File: config.mk
export PLATFORM = sky130hd
export DESIGN_NAME = txpll_lock_qualifier
export DESIGN_NICKNAME = d
export VERILOG_FILES = /design/src/rtl/txpll_lq_pkg.sv /design/src/rtl/txpll_pd_release.sv /design/src/rtl/txpll_lock_sync.sv /design/src/rtl/txpll_holdoff_timer.sv /design/src/rtl/txpll_lock_qualifier.sv
export SDC_FILE = /design/constraint.sdc
export NUM_CORES = 1
export LEC_CHECK = 0
export BUFFER_PORTS_ARGS = -buffer_cell sky130_fd_sc_hd__buf_2
export CORE_MARGIN = 5
export CORE_UTILIZATION = 35
export DETAILED_ROUTE_END_ITERATION = 10
export PLACE_DENSITY = 0.62
export SYNTH_ARGS = -nofsm -noshare
export SYNTH_HDL_FRONTEND = slang
export SYNTH_SLANG_ARGS = --single-unit
File: constraint.sdc
create_clock -name clk_i -period 1.5 [get_ports clk_i]
set_input_delay 0 -clock clk_i [delete_from_list [all_inputs] [get_ports clk_i]]
set_output_delay 0 -clock clk_i [all_outputs]
set_load 0.005 [all_outputs]
File: src/rtl/txpll_lq_pkg.sv
package txpll_lq_pkg;

  // Cycles needed to span hold_us microseconds at clk_khz kHz; never below 1.
  function automatic int hold_cycles(input int clk_khz, input int hold_us);
    longint prod;
    prod = longint'(clk_khz) * longint'(hold_us) / 64'sd1000;
    if (prod < 1) prod = 1;
    return int'(prod);
  endfunction

  // Bits needed to hold values 0 .. n.
  function automatic int cnt_width(input int n);
    return (n < 1) ? 1 : $clog2(n + 1);
  endfunction

endpackage

File: src/rtl/txpll_pd_release.sv
module txpll_pd_release #(
  parameter int STAGES = 2
) (
  input  logic clk_i,
  input  logic pwrdn_i,
  output logic pd_int_o
);
  logic [STAGES-1:0] pd_q;

  always_ff @(posedge clk_i or posedge pwrdn_i) begin
    if (pwrdn_i) pd_q <= '1;
    else         pd_q <= {pd_q[STAGES-2:0], 1'b0};
  end

  assign pd_int_o = pd_q[STAGES-1];
endmodule

File: src/rtl/txpll_lock_sync.sv
module txpll_lock_sync #(
  parameter int STAGES = 2
) (
  input  logic clk_i,
  input  logic clr_i,
  input  logic d_i,
  output logic q_o
);
  logic [STAGES-1:0] s_q;

  always_ff @(posedge clk_i or posedge clr_i) begin
    if (clr_i) s_q <= '0;
    else       s_q <= {s_q[STAGES-2:0], d_i};
  end

  assign q_o = s_q[STAGES-1];
endmodule

File: src/rtl/txpll_holdoff_timer.sv
module txpll_holdoff_timer #(
  parameter int HOLD = 12500,
  parameter int CW   = 14
) (
  input  logic          clk_i,
  input  logic          clr_i,
  output logic [CW-1:0] cnt_o,
  output logic          done_o
);
  localparam logic [CW-1:0] LAST = CW'(HOLD - 1);

  logic [CW-1:0] cnt_q;
  logic          done_q;

  always_ff @(posedge clk_i or posedge clr_i) begin
    if (clr_i) begin
      cnt_q  <= '0;
      done_q <= 1'b0;
    end else if (!done_q) begin
      if (cnt_q == LAST) done_q <= 1'b1;
      else               cnt_q  <= cnt_q + 1'b1;
    end
  end

  assign cnt_o  = cnt_q;
  assign done_o = done_q;
endmodule

File: src/rtl/txpll_lock_qualifier.sv
module txpll_lock_qualifier #(
  parameter int CLK_KHZ  = 125000,
  parameter int HOLD_US  = 100,
  parameter int PD_STG   = 2,
  parameter int LOCK_STG = 2
) (
  input  logic clk_i,
  input  logic pwrdn_i,
  input  logic lock_raw_i,
  output logic lock_ok_o
);
  localparam int HOLD  = txpll_lq_pkg::hold_cycles(CLK_KHZ, HOLD_US);
  localparam int CNT_W = txpll_lq_pkg::cnt_width(HOLD);

  // Named internal events, exposed for the bound checker.
  logic             pd_int;
  logic             lock_s;
  logic             timer_done;
  logic [CNT_W-1:0] hold_cnt;

  txpll_pd_release #(.STAGES(PD_STG)) u_pd_rel (
    .clk_i    (clk_i),
    .pwrdn_i  (pwrdn_i),
    .pd_int_o (pd_int)
  );

  txpll_lock_sync #(.STAGES(LOCK_STG)) u_lock_sync (
    .clk_i (clk_i),
    .clr_i (pd_int),
    .d_i   (lock_raw_i),
    .q_o   (lock_s)
  );

  txpll_holdoff_timer #(.HOLD(HOLD), .CW(CNT_W)) u_timer (
    .clk_i  (clk_i),
    .clr_i  (pd_int),
    .cnt_o  (hold_cnt),
    .done_o (timer_done)
  );

  assign lock_ok_o = timer_done & lock_s;
endmodule

* Yosys cells after proc, flatten, opt, wreduce, memory -nomap -nowiden *
Index checks and enable logic that the tools add are counted.

word-level totals
  output and inout bits = 1
  bits in registers = 19
  input bits = 3
  logic and storage cells = 12

operators by class
  multiplexer cells = 2
  equality and inequality tests = 1
  reduce and logical (&&, ||, !) cells = 1
  add/sub/neg operators = 1
  bitwise operators = 3

operators with widths
  operator               number
  $add 14x1->14 const B  1
  $eq 14x14->1 const B   1
  $mux 1                 2
  $not 1->1              2
  $reduce_and 2->1       1
  $and 1x1->1            1

* Longest topological paths before layout *
Gate-level depths: netlist of run 1.

  depth after elaboration = 3
  gate-level depth with buffers = 5
  depth with buffers taken out = 5

* Modules after synthesis *
Synthesis of run 1 repeated with hierarchy kept, for this count alone.

unflattened totals
  cells, all modules = 67
  area, all modules = 867.1 um2

by module, submodules not included
  module                area each (um2)  cells each  sequential area each (um2)  times used
  txpll_holdoff_timer   747.0            59          375.4                       1
  txpll_pd_release      60.1             4           52.6                        1
  txpll_lock_sync       53.8             3           50.0                        1
  txpll_lock_qualifier  6.3              1           0.0                         1

* Least setup slack after synthesis of run 1 *
No wires, ideal clock.

  kind = flip-flop to flip-flop
  start point = register u_timer.cnt_q[0] (netlist: u_timer.cnt_o[0])
  end point = register u_timer.cnt_q[8] (netlist: u_timer.cnt_o[8])
  cell stages (with the launch flop) = 6
  slack = 0.106 ns
  arrival = 1.271 ns
  buffers on the path = 0
  setup time = 0.123 ns
  data required time = 1.377 ns
  clock period less this slack = 1.394 ns
  path through = dfrtp_1 > ha_1 > and4_1 > nand2_1 > or3_1 > xnor2_1

on the way
  longest elaborated chain between the ends = 3
  elaborated cells between the ends (all ways) = 4
  those cells by class = add/sub (1); eq/ne (1); bitwise (1); reduce/logical (1)

ends and longest elaborated chain
  item                                                                   line                       text
  start: declaration                                                     txpll_holdoff_timer.sv:12  logic [CW-1:0] cnt_q;
  start signal: assignment                                               txpll_holdoff_timer.sv:21  else cnt_q <= cnt_q + 1'b1;
  parallel branches: the longest is 3 deep, another holds $add 14x1->14  n/a

Several ways; the timed one is not identified.
A chain may end at the register's enable or synchronous reset.

* Worst setup path in the final report of run 1 *
  start point = register u_timer.cnt_q[1] (netlist: u_timer.cnt_o[1])
  end point = register u_timer.cnt_q[8] (netlist: u_timer.cnt_o[8])

The elaborated chain is that of the path after synthesis.

==> results.sh, run 1 <==
export IMPL_outcome="complete, no violations"
export IMPL_num_antenna_cells=0
export IMPL_setup_tns_ns=0
export IMPL_type_of_element_capturing_the_critical_path="flop"
export IMPL_synth_area_um2=840
export IMPL_io_pins=4
export IMPL_critical_path_arrival_ns=1.67
export IMPL_required_arrival_time_at_the_worst_endpoint_ns=1.69
export IMPL_chip_height_um=59.0
export IMPL_fmax_mhz=677
export IMPL_detail_route_first_pass_iterations=4
export IMPL_max_slew_worst_pin_slew_ns=0.638
export IMPL_initial_antenna_violation_count=0
export IMPL_type_of_the_tightest_min_delay_check="in2async"
export IMPL_layout_drive_gt1_share_pct=31.8
export IMPL_mean_instance_size_in_the_synthesized_netlist_um2=12.0
export IMPL_finalWeightedCongestion=0.735
export IMPL_route_met2_wl_um=778
export IMPL_fin_nets=93
export IMPL_cp_start_kind="flop"
export IMPL_vdd_drop_max_mv=0.380
export IMPL_number_of_remaining_drc_errors=0
export IMPL_placeable_core_area_um2=2250
export IMPL_postSynthRegisterBits=19
export IMPL_cellLeakagePower_nw=0.523
export IMPL_routed_via_density=4.82
export IMPL_yosys_warnings=0
export IMPL_met1Wirelength_um=658
export IMPL_grt_max_degree=18
export IMPL_clock_sink_count=19
export IMPL_hpwlAfterDp_um=1040
export IMPL_timing_final_max_slew_violations=0
export IMPL_globalRouteTotalUtil_pct=9.70
export IMPL_numPortBuffers=3
export IMPL_synthesis_instances=70
export IMPL_report_final_hold_viol_count=0
export IMPL_cts_tree="done"
export IMPL_cts_root_to_sink_buffers=2
export IMPL_number_of_global_route_vias_before_repair=561
export IMPL_timing_final_crit_period_ns=1.48
export IMPL_wl_per_cell_um=13.1
export IMPL_grt_first_pass_wirelength_um=2460
export IMPL_cts_max_level=1
export IMPL_die_width_um=59.0
export IMPL_timing_worst_setup_path_type="reg2reg"
export IMPL_wl_met3_um=65
export IMPL_fin_crit_sh_pct=98.4
export IMPL_globalRoute_totalOverflow=0
export IMPL_design_die_area_um2=3480
export IMPL_area_growth_pct=27.4
export IMPL_tritoncts_num_buffers=3
export IMPL_yosysSeqAreaShare_pct=56.9
export IMPL_rows=17
export IMPL_synth_cell_type_count=25
export IMPL_worst_path_max_fanout=4
export IMPL_fin_util_pct=47.4
export IMPL_timing_final_setup_violations=0
export IMPL_tightest_hold_margin_ns=0.257
export IMPL_slew_margin_rel_pct=57.4
export IMPL_timing_max_cap_violations=0
export IMPL_drt_first_iter_violations=6
export IMPL_root_buffer_cell="sky130_fd_sc_hd__clkbuf_4"
export IMPL_floorplan_initialDensity_pct=37.2
export IMPL_clkTransAtPathRegs_ns=0.10
export IMPL_highest_signal_layer="met4"
export IMPL_fin_worst_skew_ns=0.00377
export IMPL_power_per_cell_area_nw_per_um2=741
export IMPL_antenna_violating_nets_post_route=0
export IMPL_routed_wl_um=1520
export IMPL_via_count=559
export IMPL_syn_num_nets=74
export IMPL_clock_latency_ns=0.30
what timing repair did:
item | 4_1_cts | 5_1_grt
gates resized for setup | 0 | 10
hold buffers | 2 | 0
setup endpoints to repair | 0 | 5
setup buffers | 0 | 1
hold endpoints to repair | 3 | 0
power by group:
| part | internal (W) | switching [W] | leakage, nW |
|---|---|---|---|
| Clock | 0.000104 | 0.000152 | 0.0150 |
| Sequential | 0.000519 | 0.00000115 | 0.243 |
| Combinational | 0.00000557 | 0.0000113 | 0.266 |
| Total | 0.000629 | 0.000165 | 0.523 |
state kept, by name (all words and copies together), names as in the netlist:
name / flops
u_lock_sync.s_q: 2
u_timer.cnt_o: 14
u_timer.done_o: 1
u_pd_rel.pd_q: 2
critical path, stage by stage (launching register included):
cell	delay [ns]
sky130_fd_sc_hd__dfrtp_1	0.44
sky130_fd_sc_hd__ha_4	0.17
sky130_fd_sc_hd__and4_1	0.23
sky130_fd_sc_hd__nand2_1	0.07
sky130_fd_sc_hd__or3_1	0.32
sky130_fd_sc_hd__xnor2_1	0.13
logic make-up (layout without fill, tap and decap cells):
| family | Yosys count | after routing | share of synthesized area [%] |
|---|---|---|---|
| other cells | 1 | 1 | 0.447 |
| buf+inv | 5 | 23 | 2.23 |
| flops | 19 | 19 | 56.9 |
| fa+ha+maj | 1 | 1 | 1.49 |
| xor+xnor | 13 | 13 | 13.6 |
| mux | 1 | 1 | 1.79 |
| simple gates | 30 | 30 | 23.5 |
Yosys cell counts (all sizes together):
cell type | number | area share [%]
nor4b | 1 | 1.0
dfstp | 2 | 6.3
dfrtp | 17 | 51
nor3 | 2 | 1.2
mux2 | 1 | 1.8
clkbuf | 1 | 0.45
and4bb | 1 | 1.5
conb | 1 | 0.45
ha | 1 | 1.5
nor3b | 2 | 1.8
nand4b | 4 | 4.2
inv | 4 | 1.8
nor2b | 1 | 1.6
nor2 | 3 | 1.3
nand3b | 1 | 0.89
or3 | 1 | 0.75
xnor2 | 5 | 5.2
nand3 | 2 | 1.8
nor4 | 2 | 1.5
nand2 | 6 | 2.7
and4 | 1 | 1.0
and3 | 2 | 1.5
xor2 | 8 | 8.3
and2 | 1 | 0.75
layout make-up:
class	count	area (µm²)
clock buffer	4	26.3
sequential	19	479
tap	28	35.0
inverter	4	15.0
timing repair buffer	15	110
fill	228	1180
multi-input combinational	46	404
placed cells by master (no fill, tap or decap), drive strengths merged:
master	count
nand2	6
nor4b	1
and2	1
dfstp	2
inv	4
nor2b	1
nand4b	4
or3	1
dfrtp	17
buf	13
nor4	2
nand3	2
clkbuf	4
nor2	3
nor3b	2
and4	1
ha	1
nand3b	1
dlygate4sd3	2
xnor2	5
mux2	1
and4bb	1
nor3	2
and3	2
xor2	8
conb	1
per-stage QoR:
stage	cells	total power, W	setup WS (ns)	area [µm²]
final	116	0.000793	0.0237	1070
after global routing	116	0.000843	-0.0193	1070
after CTS	115	0.000803	0.0119	1000
after detailed placement	109	0.000544	0.0326	953
after global placement	109	0.000543	0.0588	953
after floorplan	70	0.000538	0.106	840
per-layer routing:
layer | global-route usage [%] | vias up
met5 | 0 | -
met4 | 2.91 | 0
met3 | 4.58 | 2
met2 | 16.1 | 7
met1 | 11.1 | 274
li1 | - | 276
worst paths after layout:
kind                                     from            endpoint  slack [ns]  cells past startpoint
min in group clk_i         u_lock_sync.s_q[0]  u_lock_sync.s_q[1]        0.36                      0
hold reg to reg              u_pd_rel.pd_q[1]    u_timer.cnt_o[2]        0.34                      1
max in group asynchronous    u_pd_rel.pd_q[1]      u_timer.done_o        0.72                      1
setup / recovery             u_timer.cnt_o[1]    u_timer.cnt_o[8]        0.02                      5
setup reg to reg             u_timer.cnt_o[1]    u_timer.cnt_o[8]        0.02                      5
hold / removal                        pwrdn_i    u_pd_rel.pd_q[0]        0.26                      3
No activity file was read; power rests on OpenSTA's default activity.
==> run 2: changes to the inputs <==
--- a/config.mk
+++ b/config.mk
@@ -5,6 +5,7 @@
 export SDC_FILE = /design/constraint.sdc
 export NUM_CORES = 1
 export LEC_CHECK = 0
+export ABC_AREA = 1
 export BUFFER_PORTS_ARGS = -buffer_cell sky130_fd_sc_hd__buf_2
 export CORE_MARGIN = 5
 export CORE_UTILIZATION = 35
@@ -13,3 +14,4 @@
 export SYNTH_ARGS = -nofsm -noshare
 export SYNTH_HDL_FRONTEND = slang
 export SYNTH_SLANG_ARGS = --single-unit
+export TNS_END_PERCENT = 20
==> run 2 against run 1 <==
  * Clock power hardly changed
  * Cell count is 75% higher
  * Wire length grew 33%
  * Core utilization shrank 5.8 points
  * Worst setup slack improved by 0.076 ns
  * Total power barely moved
  * Critical endpoint is now u_timer.cnt_o[12]
  * Largest power group unchanged
==> results.sh, run 2 <==
export IMPL_placed_cells_incl_taps=193
export IMPL_timing_worst_setup_path_type="reg2reg"
export IMPL_vdd_drop_max_mv=0.416
export IMPL_cts_root_to_sink_buffers=2
export IMPL_timing_final_setup_violations=0
export IMPL_synth_cell_type_count=19
export IMPL_floorplan_initialDensity_pct=36.1
export IMPL_r2r_start="u_timer.cnt_o[1]"
export IMPL_r2r_endpoint="u_timer.cnt_o[12]"
export IMPL_synth_largest_area_cell="sky130_fd_sc_hd__dfrtp_1"
export IMPL_outcome="complete, no violations"
export IMPL_grt_max_degree=18
export IMPL_clock_sink_count=19
export IMPL_tritoncts_num_buffers=3
export IMPL_clkTransAtPathRegs_ns=0.11
export IMPL_dpl_instance_area_um2=1160
export IMPL_mean_instance_size_in_the_synthesized_netlist_um2=7.54
export IMPL_timing_final_max_slew_violations=0
export IMPL_fmax_mhz=714
export IMPL_routed_via_density=4.45
export IMPL_postSynthRegisterBits=19
export IMPL_cellLeakagePower_nw=0.635
export IMPL_report_final_hold_viol_count=0
export IMPL_most_frequent_cell_after_synthesis="sky130_fd_sc_hd__nand2_1"
export IMPL_critPathMaxStageDelay_ns=0.39
export IMPL_postLayoutCellArea_um2=1260
export IMPL_finalWeightedCongestion=0.801
export IMPL_netlist_top_cells_count="sky130_fd_sc_hd__nand2_1, sky130_fd_sc_hd__dfrtp_1, sky130_fd_sc_hd__nor2_1"
export IMPL_synthesis_instances=145
export IMPL_hpwlAfterDp_um=1470
export IMPL_initial_antenna_violation_count=0
export IMPL_routed_wl_um=2010
export IMPL_area_growth_pct=15.2
export IMPL_die_width_um=65.9
export IMPL_syn_num_nets=149
export IMPL_cts_max_level=1
export IMPL_number_of_global_route_vias_before_repair=857
export IMPL_power_per_cell_area_nw_per_um2=630
export IMPL_mostFrequentLayoutCells="sky130_fd_sc_hd__nand2_1, sky130_fd_sc_hd__dfrtp_1, sky130_fd_sc_hd__nor2_1, sky130_fd_sc_hd__inv_1, sky130_fd_sc_hd__nand3_1"
export IMPL_required_arrival_time_at_the_worst_endpoint_ns=1.69
export IMPL_worst_path_max_fanout=14
export IMPL_yosys_area_top_type_share_pct=38.9
export IMPL_max_slew_worst_pin_slew_ns=0.658
export IMPL_layout_drive_gt1_share_pct=15.1
export IMPL_count_of_flip_flops_with_a_built_in_enable_after_synthesis=0
export IMPL_finalNonFillerCells=203
export IMPL_slew_margin_rel_pct=56.1
export IMPL_synth_flop_type="sky130_fd_sc_hd__dfrtp_1"
export IMPL_flip_flop_count_of_the_largest_register_after_layout=14
export IMPL_cp_start_kind="flop"
export IMPL_io_pins=4
export IMPL_drt_first_iter_violations=18
export IMPL_post_synth_main_area_contributors="sky130_fd_sc_hd__dfrtp_1, sky130_fd_sc_hd__nand2_1, sky130_fd_sc_hd__dfstp_2, sky130_fd_sc_hd__nor2_1, sky130_fd_sc_hd__inv_1"
export IMPL_timing_reg2reg_worst_path_depth=9
export IMPL_detail_route_first_pass_iterations=2
export IMPL_yosys_warnings=0
export IMPL_fillCellCount=304
export IMPL_async_reset_ff_share_pct=100
export IMPL_fin_crit_sh_pct=93.4
export IMPL_crit_chain="ha_2 > inv_2 > nor2_4 > nand3b_4 > nor2_2 > nor2_4 > buf_12 > nand2_1 > nand2_1"
export IMPL_timing_final_crit_period_ns=1.40
export IMPL_critical_path_arrival_ns=1.59
export IMPL_timing_max_cap_violations=0
export IMPL_grt_first_pass_wirelength_um=3570
export IMPL_clock_latency_ns=0.29
export IMPL_chip_height_um=65.9
export IMPL_tightest_hold_margin_ns=0.249
export IMPL_root_buffer_cell="sky130_fd_sc_hd__clkbuf_4"
export IMPL_numPortBuffers=3
export IMPL_number_of_remaining_drc_errors=0
export IMPL_layout_cells_most_common="sky130_fd_sc_hd__nand2_1"
export IMPL_regToRegSetupSlack_ns=0.1
export IMPL_wl_per_cell_um=9.91
export IMPL_fin_nets=164
export IMPL_fin_worst_skew_ns=0.00352
export IMPL_design_die_area_um2=4340
export IMPL_globalRouteTotalUtil_pct=10.6
export IMPL_placeable_core_area_um2=3030
export IMPL_rows=20
export IMPL_cts_tree="done"
export IMPL_synth_area_um2=1090
export IMPL_yosysSeqAreaShare_pct=43.7
export IMPL_antenna_violating_nets_post_route=0
export IMPL_num_antenna_cells=0
export IMPL_crit_path_top_delay_cell="sky130_fd_sc_hd__dfrtp_1"
export IMPL_globalRoute_totalOverflow=0
export IMPL_type_of_the_tightest_min_delay_check="in2async"
export IMPL_type_of_element_capturing_the_critical_path="flop"
export IMPL_via_count=904
run 2: cell types whose count changed after synthesis, moves of 4 or more:
cell / change
sky130_fd_sc_hd__nand2_1: +63
sky130_fd_sc_hd__nor2_1: +11
sky130_fd_sc_hd__inv_1: +8
sky130_fd_sc_hd__nand3_1: +6
sky130_fd_sc_hd__nand4_1: +5
sky130_fd_sc_hd__nand4b_1: -4
sky130_fd_sc_hd__xor2_1: -4
run 2: worst max-delay path by stage:
| stage | startpoint | endpoint | depth (start not counted) |
|---|---|---|---|
| 6_report | u_timer.cnt_o[1] | u_timer.cnt_o[12] | 9 |
| 5_1_grt | u_timer.cnt_o[1] | u_timer.cnt_o[10] | 9 |
| 4_1_cts | u_timer.cnt_o[1] | u_timer.cnt_o[1] | 7 |
| 3_5_place_dp | u_timer.cnt_o[1] | u_timer.cnt_o[1] | 7 |
| 3_3_place_gp | u_timer.cnt_o[1] | u_timer.cnt_o[1] | 7 |
| 2_1_floorplan | u_timer.cnt_o[0] | u_timer.cnt_o[10] | 9 |
run 2: stage by stage:
stage                     power (W)  utilization [%]  setup TNS [ns]  setup slack (ns)
after floorplan            0.000538                -               0            0.0727
after global placement     0.000544             38.2               0            0.0935
after detailed placement   0.000544             38.2               0            0.0427
after CTS                  0.000807             39.7               0            0.0160
after global routing       0.000834             41.6         -0.0749           -0.0201
final                      0.000793             41.6               0            0.0993
run 2: kinds of logic after synthesis:
family,Yosys count,share of synthesized area (%)
buffers and inverters,16,7.89
AND/OR/NAND/NOR,100,39.6
adder cells (fa/ha/maj),1,1.14
AO/OA/AOI/OAI,1,1.72
other,1,0.343
XOR/XNOR,7,5.61
flip-flops,19,43.7
run 2: power by group:
part / total [W] / leakage, nW / internal (W) / switching (W)
Sequential: 0.000521 / 0.244 / 0.000519 / 0.00000133
Combinational: 0.0000165 / 0.376 / 0.00000552 / 0.0000110
Clock: 0.000256 / 0.0150 / 0.000103 / 0.000153
Total: 0.000793 / 0.635 / 0.000628 / 0.000165
run 2: cell type report:
type | instances | area (µm²) | share of cell area (%)
Sequential cell | 19 | 478 | 37.9
Clock buffer | 4 | 26.3 | 2.09
Tap cell | 44 | 55.1 | 4.37
Multi-Input combinational cell | 110 | 532 | 42.2
Timing Repair Buffer | 13 | 120 | 9.53
Inverter | 13 | 48.8 | 3.87
run 2: timing repair:
item | 4_1_cts | 5_1_grt
hold buffers | 2 | 0
gates resized for setup | 0 | 1
endpoints found under the hold margin | 3 | 0
setup endpoints to repair | 0 | 14
setup buffers | 0 | 4
run 2: layer usage:
| layer | GRT usage (%) | wire length (µm) | up-vias |
|---|---|---|---|
| li1 | - | - | 471 |
| met1 | 13.6 | 1000 | 424 |
| met2 | 17.8 | 936 | 5 |
| met3 | 1.53 | 39 | 4 |
| met4 | 4.66 | 31 | 0 |
| met5 | 0 | 0 | - |
run 2: critical path, delay by kind of cell, from the launching register on:
family | cells | cell delay (ns)
adders and majority gates | 1 | 0.21
buffers and inverters | 2 | 0.19
DFF | 1 | 0.39
and+or+nand+nor | 6 | 0.52
